**config.mk**
```make
export PLATFORM = sky130hd
export DESIGN_NAME = smz_softmute
export DESIGN_NICKNAME = d
export VERILOG_FILES = /design/src/rtl/smz_pkg.sv /design/src/rtl/smz_gain_lut.sv /design/src/rtl/smz_scale.sv /design/src/rtl/smz_zero_watch.sv /design/src/rtl/smz_softmute.sv
export SDC_FILE = /design/constraint.sdc
export NUM_CORES = 2
export LEC_CHECK = 0
export ABC_CLOCK_PERIOD_IN_PS = 15150
export BUFFER_PORTS_ARGS = -buffer_cell sky130_fd_sc_hd__buf_4
export CORE_MARGIN = 5
export CORE_UTILIZATION = 35
export DETAILED_ROUTE_END_ITERATION = 10
export PLACE_DENSITY_LB_ADDON = 0.25
export SKIP_CTS_REPAIR_TIMING = 1
export SLEW_MARGIN = 15
export SYNTH_ARGS = -nofsm -noshare
export SYNTH_HDL_FRONTEND = slang
export SYNTH_SLANG_ARGS = --single-unit
```
**constraint.sdc**
```tcl
create_clock -name clk -period 15.15 [get_ports clk]
set_clock_uncertainty 0.2 [all_clocks]
set_input_delay 1.515 -clock clk [delete_from_list [all_inputs] [get_ports clk]]
set_output_delay 1.515 -clock clk [all_outputs]
set_load 0.01 [all_outputs]
```
**src/rtl/smz_pkg.sv**
```systemverilog
package smz_pkg;
    typedef enum logic [2:0] {
        ST_PASS,
        ST_FALL,
        ST_SILENT,
        ST_RISE,
        ST_HOLD
    } ramp_state_t;

    localparam int COEF_FRAC     = 15;
    localparam int COEF_W        = COEF_FRAC + 1;
    localparam int STEPS_PER_6DB = 12;
endpackage

```
**src/rtl/smz_gain_lut.sv**
```systemverilog
module smz_gain_lut
    import smz_pkg::*;
#(
    parameter int IDX_W = 8
) (
    input  logic [IDX_W-1:0]  idx,
    output logic [COEF_W-1:0] coef
);
    logic [IDX_W-1:0]  phase_w;
    logic [IDX_W-1:0]  oct_w;
    logic [COEF_W-1:0] base_w;

    assign phase_w = idx % IDX_W'(STEPS_PER_6DB);
    assign oct_w   = idx / IDX_W'(STEPS_PER_6DB);

    always_comb begin
        unique case (phase_w)
            IDX_W'(0):  base_w = COEF_W'(32768);
            IDX_W'(1):  base_w = COEF_W'(30935);
            IDX_W'(2):  base_w = COEF_W'(29205);
            IDX_W'(3):  base_w = COEF_W'(27571);
            IDX_W'(4):  base_w = COEF_W'(26029);
            IDX_W'(5):  base_w = COEF_W'(24573);
            IDX_W'(6):  base_w = COEF_W'(23198);
            IDX_W'(7):  base_w = COEF_W'(21900);
            IDX_W'(8):  base_w = COEF_W'(20675);
            IDX_W'(9):  base_w = COEF_W'(19519);
            IDX_W'(10): base_w = COEF_W'(18427);
            IDX_W'(11): base_w = COEF_W'(17396);
            default:    base_w = '0;
        endcase
    end

    assign coef = base_w >> oct_w;
endmodule

```
**src/rtl/smz_scale.sv**
```systemverilog
module smz_scale
    import smz_pkg::*;
#(
    parameter int DATA_W = 24
) (
    input  logic signed [DATA_W-1:0] x,
    input  logic        [COEF_W-1:0] coef,
    input  logic                     force_zero,
    output logic signed [DATA_W-1:0] y
);
    localparam int PROD_W = DATA_W + COEF_W + 1;
    localparam logic signed [PROD_W-1:0] HALF_LSB = PROD_W'(1) <<< (COEF_FRAC - 1);
    localparam logic signed [PROD_W-1:0] POS_LIM  = PROD_W'((64'sd1 <<< (DATA_W - 1)) - 1);
    localparam logic signed [PROD_W-1:0] NEG_LIM  = -(PROD_W'(64'sd1 <<< (DATA_W - 1)));

    logic signed [PROD_W-1:0] prod_w;
    logic signed [PROD_W-1:0] shifted_w;

    always_comb begin
        prod_w    = $signed(x) * $signed({1'b0, coef});
        shifted_w = (prod_w + HALF_LSB) >>> COEF_FRAC;
        if (force_zero)
            y = '0;
        else if (shifted_w > POS_LIM)
            y = POS_LIM[DATA_W-1:0];
        else if (shifted_w < NEG_LIM)
            y = NEG_LIM[DATA_W-1:0];
        else
            y = shifted_w[DATA_W-1:0];
    end
endmodule

```
**src/rtl/smz_zero_watch.sv**
```systemverilog
module smz_zero_watch #(
    parameter int DATA_W   = 24,
    parameter int ZERO_RUN = 1024
) (
    input  logic              clk,
    input  logic              rst_n,
    input  logic              stb,
    input  logic              clr,
    input  logic [DATA_W-1:0] sample,
    output logic              flag
);
    localparam int CNT_W = $clog2(ZERO_RUN + 1);
    localparam logic [CNT_W-1:0] RUN_END  = CNT_W'(ZERO_RUN);
    localparam logic [CNT_W-1:0] RUN_LAST = CNT_W'(ZERO_RUN - 1);

    logic [CNT_W-1:0] cnt_q;
    logic             flag_q;

    always_ff @(posedge clk or negedge rst_n) begin
        if (!rst_n) begin
            cnt_q  <= '0;
            flag_q <= 1'b0;
        end else if (stb) begin
            if (clr || (sample != '0)) begin
                cnt_q  <= '0;
                flag_q <= 1'b0;
            end else if (cnt_q != RUN_END) begin
                cnt_q  <= cnt_q + 1'b1;
                flag_q <= (cnt_q == RUN_LAST);
            end
        end
    end

    assign flag = flag_q;

    p_clear_on_data_r8: assert property (@(posedge clk) disable iff (!rst_n)
        (stb && (sample != '0)) |=> !flag);
    p_flag_needs_strobe_r7: assert property (@(posedge clk) disable iff (!rst_n)
        !stb |=> $stable(flag));
    p_clear_on_resync_r11: assert property (@(posedge clk) disable iff (!rst_n)
        (stb && clr) |=> !flag);
endmodule

```
**src/rtl/smz_softmute.sv**
```systemverilog
module smz_softmute
    import smz_pkg::*;
#(
    parameter int DATA_W      = 24,
    parameter int FLOOR_STEPS = 240,
    parameter int ZERO_RUN    = 1024
) (
    input  logic                     clk,
    input  logic                     rst_n,
    input  logic                     smp_stb,
    input  logic                     mute_req,
    input  logic                     resync,
    input  logic signed [DATA_W-1:0] in_l,
    input  logic signed [DATA_W-1:0] in_r,
    output logic signed [DATA_W-1:0] out_l,
    output logic signed [DATA_W-1:0] out_r,
    output logic                     zero_l,
    output logic                     zero_r
);
    localparam int NUM_CH = 2;
    localparam int IDX_W  = $clog2(FLOOR_STEPS + 1);
    localparam logic [IDX_W-1:0] IDX_FLOOR = IDX_W'(FLOOR_STEPS);
    localparam logic [IDX_W-1:0] IDX_TOP   = IDX_W'(0);

    ramp_state_t      state_q, state_d;
    logic [IDX_W-1:0] idx_q, idx_d;
    logic [COEF_W-1:0] coef_w;
    logic             silence_w;

    logic signed [DATA_W-1:0] ch_in     [NUM_CH];
    logic signed [DATA_W-1:0] ch_scaled [NUM_CH];
    logic signed [DATA_W-1:0] out_q     [NUM_CH];
    logic                     ch_zero   [NUM_CH];

    assign ch_in[0] = in_l;
    assign ch_in[1] = in_r;

    // next-state and next-index logic
    always_comb begin
        state_d = state_q;
        idx_d   = idx_q;
        if (resync) begin
            state_d = ST_HOLD;
            idx_d   = IDX_TOP;
        end else begin
            unique case (state_q)
                ST_PASS, ST_HOLD: begin
                    if (mute_req) begin
                        idx_d   = IDX_W'(1);
                        state_d = (idx_d == IDX_FLOOR) ? ST_SILENT : ST_FALL;
                    end else begin
                        idx_d   = IDX_TOP;
                        state_d = ST_PASS;
                    end
                end
                ST_FALL, ST_RISE: begin
                    if (mute_req) begin
                        idx_d   = idx_q + 1'b1;
                        state_d = (idx_d == IDX_FLOOR) ? ST_SILENT : ST_FALL;
                    end else begin
                        idx_d   = idx_q - 1'b1;
                        state_d = (idx_d == IDX_TOP) ? ST_PASS : ST_RISE;
                    end
                end
                ST_SILENT: begin
                    if (!mute_req) begin
                        idx_d   = idx_q - 1'b1;
                        state_d = (idx_d == IDX_TOP) ? ST_PASS : ST_RISE;
                    end
                end
                default: begin
                    state_d = ST_HOLD;
                    idx_d   = IDX_TOP;
                end
            endcase
        end
    end

    // state register
    always_ff @(posedge clk or negedge rst_n) begin
        if (!rst_n) begin
            state_q <= ST_PASS;
            idx_q   <= IDX_TOP;
        end else if (smp_stb) begin
            state_q <= state_d;
            idx_q   <= idx_d;
        end
    end

    assign silence_w = (state_d == ST_HOLD) || (state_d == ST_SILENT);

    smz_gain_lut #(.IDX_W(IDX_W)) gain_lut_i (
        .idx  (idx_d),
        .coef (coef_w)
    );

    for (genvar c = 0; c < NUM_CH; c++) begin : g_chan
        smz_scale #(.DATA_W(DATA_W)) scale_i (
            .x          (ch_in[c]),
            .coef       (coef_w),
            .force_zero (silence_w),
            .y          (ch_scaled[c])
        );
        smz_zero_watch #(.DATA_W(DATA_W), .ZERO_RUN(ZERO_RUN)) zero_i (
            .clk    (clk),
            .rst_n  (rst_n),
            .stb    (smp_stb),
            .clr    (resync),
            .sample (ch_in[c]),
            .flag   (ch_zero[c])
        );
    end

    // output register
    always_ff @(posedge clk or negedge rst_n) begin
        if (!rst_n) begin
            for (int c = 0; c < NUM_CH; c++) out_q[c] <= '0;
        end else if (smp_stb) begin
            for (int c = 0; c < NUM_CH; c++) out_q[c] <= ch_scaled[c];
        end
    end

    assign out_l  = out_q[0];
    assign out_r  = out_q[1];
    assign zero_l = ch_zero[0];
    assign zero_r = ch_zero[1];

    function automatic logic [DATA_W:0] mag(input logic signed [DATA_W-1:0] v);
        logic signed [DATA_W:0] w;
        w = {v[DATA_W-1], v};
        return (w < 0) ? $unsigned(-w) : $unsigned(w);
    endfunction

    p_hold_zero_r6: assert property (@(posedge clk) disable iff (!rst_n)
        (smp_stb && resync) |=> (out_l == '0) && (out_r == '0));
    p_silent_zero_r4: assert property (@(posedge clk) disable iff (!rst_n)
        (state_q == ST_SILENT) |-> (out_l == '0) && (out_r == '0));
    p_quiet_between_r2: assert property (@(posedge clk) disable iff (!rst_n)
        !smp_stb |=> $stable(out_l) && $stable(out_r));
    p_pass_unity_r2: assert property (@(posedge clk) disable iff (!rst_n)
        (smp_stb && !resync && !mute_req && state_q == ST_PASS)
        |=> (out_l == $past(in_l)) && (out_r == $past(in_r)));
    p_gain_bound_r3: assert property (@(posedge clk) disable iff (!rst_n)
        smp_stb |=> (mag(out_l) <= mag($past(in_l))) && (mag(out_r) <= mag($past(in_r))));
    p_single_step_r10: assert property (@(posedge clk) disable iff (!rst_n)
        (smp_stb && !resync && state_q == ST_FALL && !mute_req) |=> (state_q != ST_SILENT));
endmodule

```
== After elaboration in Yosys (flattened, before gate mapping) ==
Memories as Yosys holds them, arrays and structs flattened.
Index checks and enable logic that the tools add are counted.

* Memory bits (writable): 0
* Word-level logic and storage cells: 76
* Bits in read-only memories: 256
* Latch bits: 0
* Register bits after elaboration: 83
* Input port bits: 53
* Memories: 1
* Output and inout port bits: 50

{| class="wikitable"
|+ Memories
! memory !! words !! width !! rd ports !! clocked after Yosys merged registers in !! wr ports !! line !! RTL
|-
| (no name shown) || 16 || 16 || 1 || 0 || 0 || smz_gain_lut.sv:17 || <nowiki>unique case (phase_w)</nowiki>
|}

* Shift-type cells: 1
* $lt $le $gt $ge: 4
* Multiply operators: 2
* Bitwise logic cells: 0
* Add/sub/neg operators: 6
* Div/mod/pow operators: 2
* Equality and inequality tests: 11
* Reductions and logical operators: 14
* Mux-type cells: 27

{| class="wikitable"
|+ Operator list
! kind !! number
|-
| 24-bit 2-to-1 mux || 6
|-
| 41-bit by 16-bit adder with 41-bit output (second input constant) || 2
|-
| 24-bit by 17-bit multiplier with 41-bit output || 2
|-
| 26-bit by 24-bit greater-than comparator with 1-bit output (second input constant) || 2
|-
| 26-bit by 24-bit less-than comparator with 1-bit output (second input constant) || 2
|-
| 24-bit nonzero test || 2
|-
| 11-bit 2-to-1 mux || 4
|-
| 8-bit 2-to-1 mux || 3
|-
| 8-bit one-hot mux with 3 select lines || 1
|-
| 11-bit by 1-bit adder with 11-bit output (second input constant) || 2
|-
| 11-bit by 10-bit == test with 1-bit output (second input constant) || 2
|-
| 11-bit != test (second input constant) || 2
|-
| 16-bit 2-to-1 mux || 1
|-
| 16-bit by 8-bit right shift with 16-bit output || 1
|-
| 3-bit by 2-bit == test with 1-bit output (second input constant) || 3
|-
| 3-bit one-hot mux with 3 select lines || 1
|-
| 8-bit by 1-bit adder with 8-bit output (second input constant) || 1
|-
| 8-bit by 4-bit divider with 8-bit output (second input constant) || 1
|-
| 8-bit == test (second input constant) || 1
|-
| 8-bit logical NOT || 1
|-
| 8-bit by 4-bit remainder unit with 8-bit output (second input constant) || 1
|-
| 8-bit by 1-bit subtractor with 8-bit output (second input constant) || 1
|-
| 3-bit == test (second input constant) || 2
|-
| 1-bit 2-to-1 mux || 6
|-
| other kinds (9) || 17
|}

== Depth between registers and ports, before layout ==
* Word-level depth: 14
* Mapped depth: 54
* Mapped depth without buffers: 48

== By module ==
A second synthesis with hierarchy kept.

* Cells, all modules: 3979
* Area total of the unflattened synthesis: 35275.1 µm²

{| class="wikitable"
|+ By module, submodules not included
! module !! area each (µm²) !! seq. area each (µm²) !! cells each !! instances
|-
| smz_scale (g_chan[1].scale_i) || 14691.6 || 0.0 || 1692 || 1
|-
| smz_scale (g_chan[0].scale_i) || 14498.9 || 0.0 || 1630 || 1
|-
| smz_softmute || 2827.7 || 1476.4 || 237 || 1
|-
| smz_zero_watch || 832.0 || 300.3 || 93 || 2
|-
| smz_gain_lut || 1592.8 || 0.0 || 234 || 1
|}

== Worst setup path after synthesis ==
Ideal clock, no wire load.

* Path kind: input-to-reg
* Start point: input mute_req
* End point: register out_q (netlist bit out_l[12])
* Cell stages on the path: 46
* Arrival time: 11.705 ns
* Data required time: 14.824 ns
* Setup time: 0.126 ns
* Buffers on the path: 6
* Slack: 3.119 ns
* Cells stage by stage: buf_2 inv_2 ha_1 nor2_1 a211oi_1 a21oi_1 and2_1 clkbuf_1 inv_1 ha_1 nor2_1 a21oi_1 a2111oi_0 nor3_1 o21ai_0 o41ai_1 nor4_2 and4_1 [... 10 more ...] fa_1 inv_1 fa_1 inv_1 ha_1 clkbuf_1 a21o_1 a21o_1 a21oi_1 o21ai_0 a221o_1 a221o_1 a31oi_1 xnor2_1 nand2_1 o31ai_4 buf_6 a221o_1

* Cells in the longest elaborated chain, start to end: 13
* Elaborated cells between the ends (all ways): 26
* Classes of those cells: add/sub (1); mul (1); div (2); order compare (2); eq/ne (2); shift (1); mux (14); reduce/logical (2); memory (1)

{| class="wikitable"
|+ RTL lines
! element !! line !! RTL
|-
| start, declared || smz_softmute.sv:11 || <nowiki>input logic mute_req,</nowiki>
|-
| 8-bit 2-to-1 mux (tied with other cells) || smz_softmute.sv:66 || <nowiki>if (!mute_req) begin</nowiki>
|-
| 8-bit one-hot mux with 3 select lines * || smz_softmute.sv:46 || <nowiki>unique case (state_q)</nowiki>
|-
| 8-bit 2-to-1 mux * || smz_softmute.sv:42 || <nowiki>if (resync) begin</nowiki>
|-
| via gain_lut_i.idx[0] || smz_gain_lut.sv:6 || <nowiki>input logic [IDX_W-1:0] idx,</nowiki>
|-
| 8-bit by 4-bit remainder unit with 8-bit output || smz_gain_lut.sv:13 || <nowiki>assign phase_w = idx % IDX_W'(STEPS_PER_6DB);</nowiki>
|-
| memory read 16 x 16 bit or 4-bit logical NOT (tied branches) || -- ||
|-
| 16-bit 2-to-1 mux || smz_gain_lut.sv:17 ||
|-
| 16-bit by 8-bit right shift with 16-bit output * || smz_gain_lut.sv:34 || <nowiki>assign coef = base_w >> oct_w;</nowiki>
|-
| 24-bit by 17-bit multiplier with 41-bit output * || smz_scale.sv:20 || <nowiki>prod_w = $signed(x) * $signed({1'b0, coef});</nowiki>
|-
| 41-bit by 16-bit adder with 41-bit output * || smz_scale.sv:21 || <nowiki>shifted_w = (prod_w + HALF_LSB) >>> COEF_FRAC;</nowiki>
|-
| 26-bit by 24-bit less-than comparator with 1-bit output || smz_scale.sv:26 || <nowiki>else if (shifted_w < NEG_LIM)</nowiki>
|-
| 24-bit 2-to-1 mux || smz_scale.sv:26 ||
|-
| 24-bit 2-to-1 mux * || smz_scale.sv:24 || <nowiki>else if (shifted_w > POS_LIM)</nowiki>
|-
| 24-bit 2-to-1 mux * || smz_scale.sv:22 || <nowiki>if (force_zero)</nowiki>
|-
| end, declared || smz_softmute.sv:32 || <nowiki>logic signed [DATA_W-1:0] out_q [NUM_CH];</nowiki>
|}

Mark *: on every way through the listed nets, which the timed path passes. The rest lies on a longest branch.
A chain may end at the register's enable or synchronous reset.

== Worst setup path in the final report ==
* Start point: input resync
* End point: register out_q (netlist bit out_r[1])

* Cells in the longest elaborated chain, start to end: 11
* Elaborated cells between the ends (all ways): 18
* Classes of those cells: add/sub (1); mul (1); div (2); order compare (2); eq/ne (2); shift (1); mux (6); reduce/logical (2); memory (1)

{| class="wikitable"
|+ RTL lines
! element !! line !! RTL
|-
| start, declared || smz_softmute.sv:12 || <nowiki>input logic resync,</nowiki>
|-
| 8-bit 2-to-1 mux || smz_softmute.sv:42 ||
|-
| 8-bit by 4-bit remainder unit with 8-bit output || smz_gain_lut.sv:13 ||
|-
| memory read 16 x 16 bit or 4-bit logical NOT (tied branches) || -- ||
|-
| 16-bit 2-to-1 mux || smz_gain_lut.sv:17 ||
|-
| 16-bit by 8-bit right shift with 16-bit output || smz_gain_lut.sv:34 ||
|-
| 24-bit by 17-bit multiplier with 41-bit output || smz_scale.sv:20 ||
|-
| 41-bit by 16-bit adder with 41-bit output || smz_scale.sv:21 ||
|-
| 26-bit by 24-bit less-than comparator with 1-bit output || smz_scale.sv:26 ||
|-
| 24-bit 2-to-1 mux || smz_scale.sv:26 ||
|-
| 24-bit 2-to-1 mux || smz_scale.sv:24 ||
|-
| 24-bit 2-to-1 mux * || smz_scale.sv:22 ||
|}

Mark *: on every way between the ends. The rest lies on a longest branch, timed or not.

==> run_results.csv <==
group,metric,value,unit
global_routing,met2_usage,0.336,
sta,post-route-period-util,0.928,
setup_path,crit_fanout,26,
global_routing,grt_max_degree,55,
sta,fin_tns_setup,0,ns
setup_path,path_class,"input pin to flip-flop",
global_routing,top_usage_layer,"met2",
route,via_per_inst,4.94,
global_routing,met3_usage,0.0163,
clocking,cts_sinks,83,
global_routing,met1_usage,0.244,
setup_path,slowest_delay,0.80,ns
route,first_pass_iters,5,
yosys,synthFlopType,"dfrtp_1",
min_path,worstHoldPathType,"flip-flop to flip-flop",
setup_path,cp.required,15.28,ns
sta,min_period,14.06,ns
clocking,htree_levels,3,
final_layout,fill_cells,10300,
final_layout,multi_input_area,28700,um^2
sta,setup_violations,0,
outcome,outcome,"finished clean",
route,finalWirelength,96900,um
final_layout,seqCellArea,2080,um^2
final_layout,area_growth_syn_to_layout,6.75,%
route,wl_per_cell,18.3,um
clocking,cts_buffers,9,
final_layout,final_cell_mix,"inv_1, fa_1, and2_1, nand2_1, ha_1",
floorplanning,die_h,327,um
sta,max_freq,71.1,MHz
sta,worstMarginPinSlew,1.06,ns
yosys,ys_ff_latch,83,
yosys,synthesis.area,35300,um^2
setup_path,arrival,14.19,ns
setup_path,crit_path_start_kind,"input pin",
yosys,synth-edff-count,0,
final_layout,drive_gt1_frac,0.0579,
global_routing,grt_usage,0.187,
run,cap_violations,0,
yosys,postSynthNetCount,5082,
setup_path,crit_path_end_kind,"flip-flop",
clocking,cts.path.max_buffers,2,
yosys,synth_cell_types,94,
placed_design,routabilityCongestion,0.879,
setup_path,path_common_cell,"fa_1",
sta,finalHoldViolCount,0,
final_layout,nNetsFinal,5042,
clocking,clk_pin_slew_worst_paths,0.08,ns
placed_design,dp_hpwl,78700,um
floorplanning,fp.dieW,327,um
clocking,clock_latency,0.41,ns
floorplanning,fp.dieArea,107000,um^2
yosys,yosysSeqAreaShare,0.0589,
global_routing,antenna_found_initial,6,
clocking,root_buffer,"clkbuf_16",
yosys,synth_cells,4024,
global_routing,grt_overflow,0,
clocking,cts_tree,"yes",
yosys,synthArstFlopShare,1.00,
global_routing,grt_pass1_wl,159000,um
route,first_iter_violations,1424,
final_layout,mostFrequentLayoutCell,"inv_1",
floorplanning,core_area,100000,um^2
placed_design,io_buffers,102,
setup_path,crit_path_top_delay_cell,"nor3_1",
yosys,syn_avg_cell_area,8.76,um^2
route,ant_nets,0,
sta,whs,0.278,ns
floorplanning,pin_count,103,
yosys,yosysWarnings,0,
route,drc,0,
global_routing,grt_pass1_vias,28400,
final_layout,utilization,0.376,
sta,rsz0062_at_grt,"no",
floorplanning,num_rows,116,
route,via_count,26100,
sta,maxSlewHeadroom,0.292,
sta,slew_viol_final,0,
floorplanning,start_util,0.353,
[cell usage after synthesis (all sizes together), types with 10 or more instances]
cell type / count / share of area
or3: 12 / 0.0023
nand2: 362 / 0.039
buf: 31 / 0.0054
mux2i: 10 / 0.0028
a221o: 50 / 0.014
a211oi: 20 / 0.0048
nor3: 42 / 0.0061
and3: 15 / 0.0028
ha: 253 / 0.090
and2: 462 / 0.082
a21oi: 98 / 0.015
nand4: 22 / 0.0039
o21ai: 81 / 0.012
nor2: 102 / 0.011
fa: 752 / 0.43
nand2b: 36 / 0.0064
nand3: 41 / 0.0058
xor2: 36 / 0.0092
nor4: 23 / 0.0044
nor2b: 52 / 0.0092
xnor2: 51 / 0.013
inv: 1012 / 0.11
o211ai: 11 / 0.0023
a31oi: 21 / 0.0037
clkbuf: 165 / 0.018
dfrtp: 83 / 0.059
a21o: 45 / 0.0096
[path summary, 6_finish.rpt]
kind / endpoint / startpoint / cells after the start / slack (ns)
setup / recovery: out_r[1] / resync / 37 / 1.09
min in group asynchronous: idx_q[0] / rst_n / 1 / 0.84
setup reg to reg: out_r[1] / idx_q[2] / 38 / 1.58
hold reg to reg: g_chan[1].zero_i.flag / g_chan[1].zero_i.flag / 2 / 0.28
max in group asynchronous: g_chan[0].zero_i.cnt_q[10] / rst_n / 2 / 12.77
hold / removal: g_chan[1].zero_i.flag / g_chan[1].zero_i.flag / 2 / 0.28
[logic make-up (layout without fill, tap and decap cells)]
family,Yosys count,after routing,share of synthesized area
muxes,19,19,0.00571
and+or+nand+nor,1197,1197,0.179
AOI/OAI and AO/OA,425,425,0.0866
adders and majority gates,1005,1005,0.517
other,0,3,0
xor gates and xnor gates,87,87,0.0218
buffers and inverters,1208,1173,0.131
DFF,83,83,0.0589
[layout make-up]
| class | count | share of cell area |
|---|---|---|
| diodes | 3 | 0.000199 |
| clock buffers | 9 | 0.00598 |
| clock inverters | 7 | 0.00256 |
| inverters | 1012 | 0.101 |
| multi-input cells | 2733 | 0.763 |
| flip-flops and latches | 83 | 0.0552 |
| well taps | 1298 | 0.0432 |
| repair buffers | 145 | 0.0293 |
[routing by layer]
metal / part of all wire / wire, um / vias to the layer above
li1: - / - / 12100
met1: 0.43 / 41400 / 13400
met2: 0.51 / 49600 / 525
met3: 0.035 / 3420 / 103
met4: 0.025 / 2460 / 4
met5: 0.00032 / 31 / -
[metrics by stage]
stage | cells | setup slack, ns | cell area (um^2)
global placement | 5271 | 0.991 | 37300
floorplan | 4024 | 3.12 | 35300
global route | 5287 | 0.0626 | 37600
detailed placement | 5271 | 0.858 | 37300
finish | 5290 | 1.09 | 37600
CTS | 5287 | 1.25 | 37600
[sequential cells by signal, indices dropped and copies added, names as in the netlist]
register,count
g_chan.zero_i.flag,2
state_q,3
out_r,24
out_l,24
idx_q,8
g_chan.zero_i.cnt_q,22
[critical path, delay by kind of cell]
family                   cells  cell delay [ns]
AND/OR/NAND/NOR             10             4.22
adder cells (fa/ha/maj)      7             3.45
AO/OA/AOI/OAI                9             3.03
multiplexers                 3             0.88
buffers and inverters        7             0.68
XOR/XNOR                     1             0.32
Power is left out: the tool's default activity adds up to more than one toggle a clock period on the data nets, which glitch-free logic cannot reach.
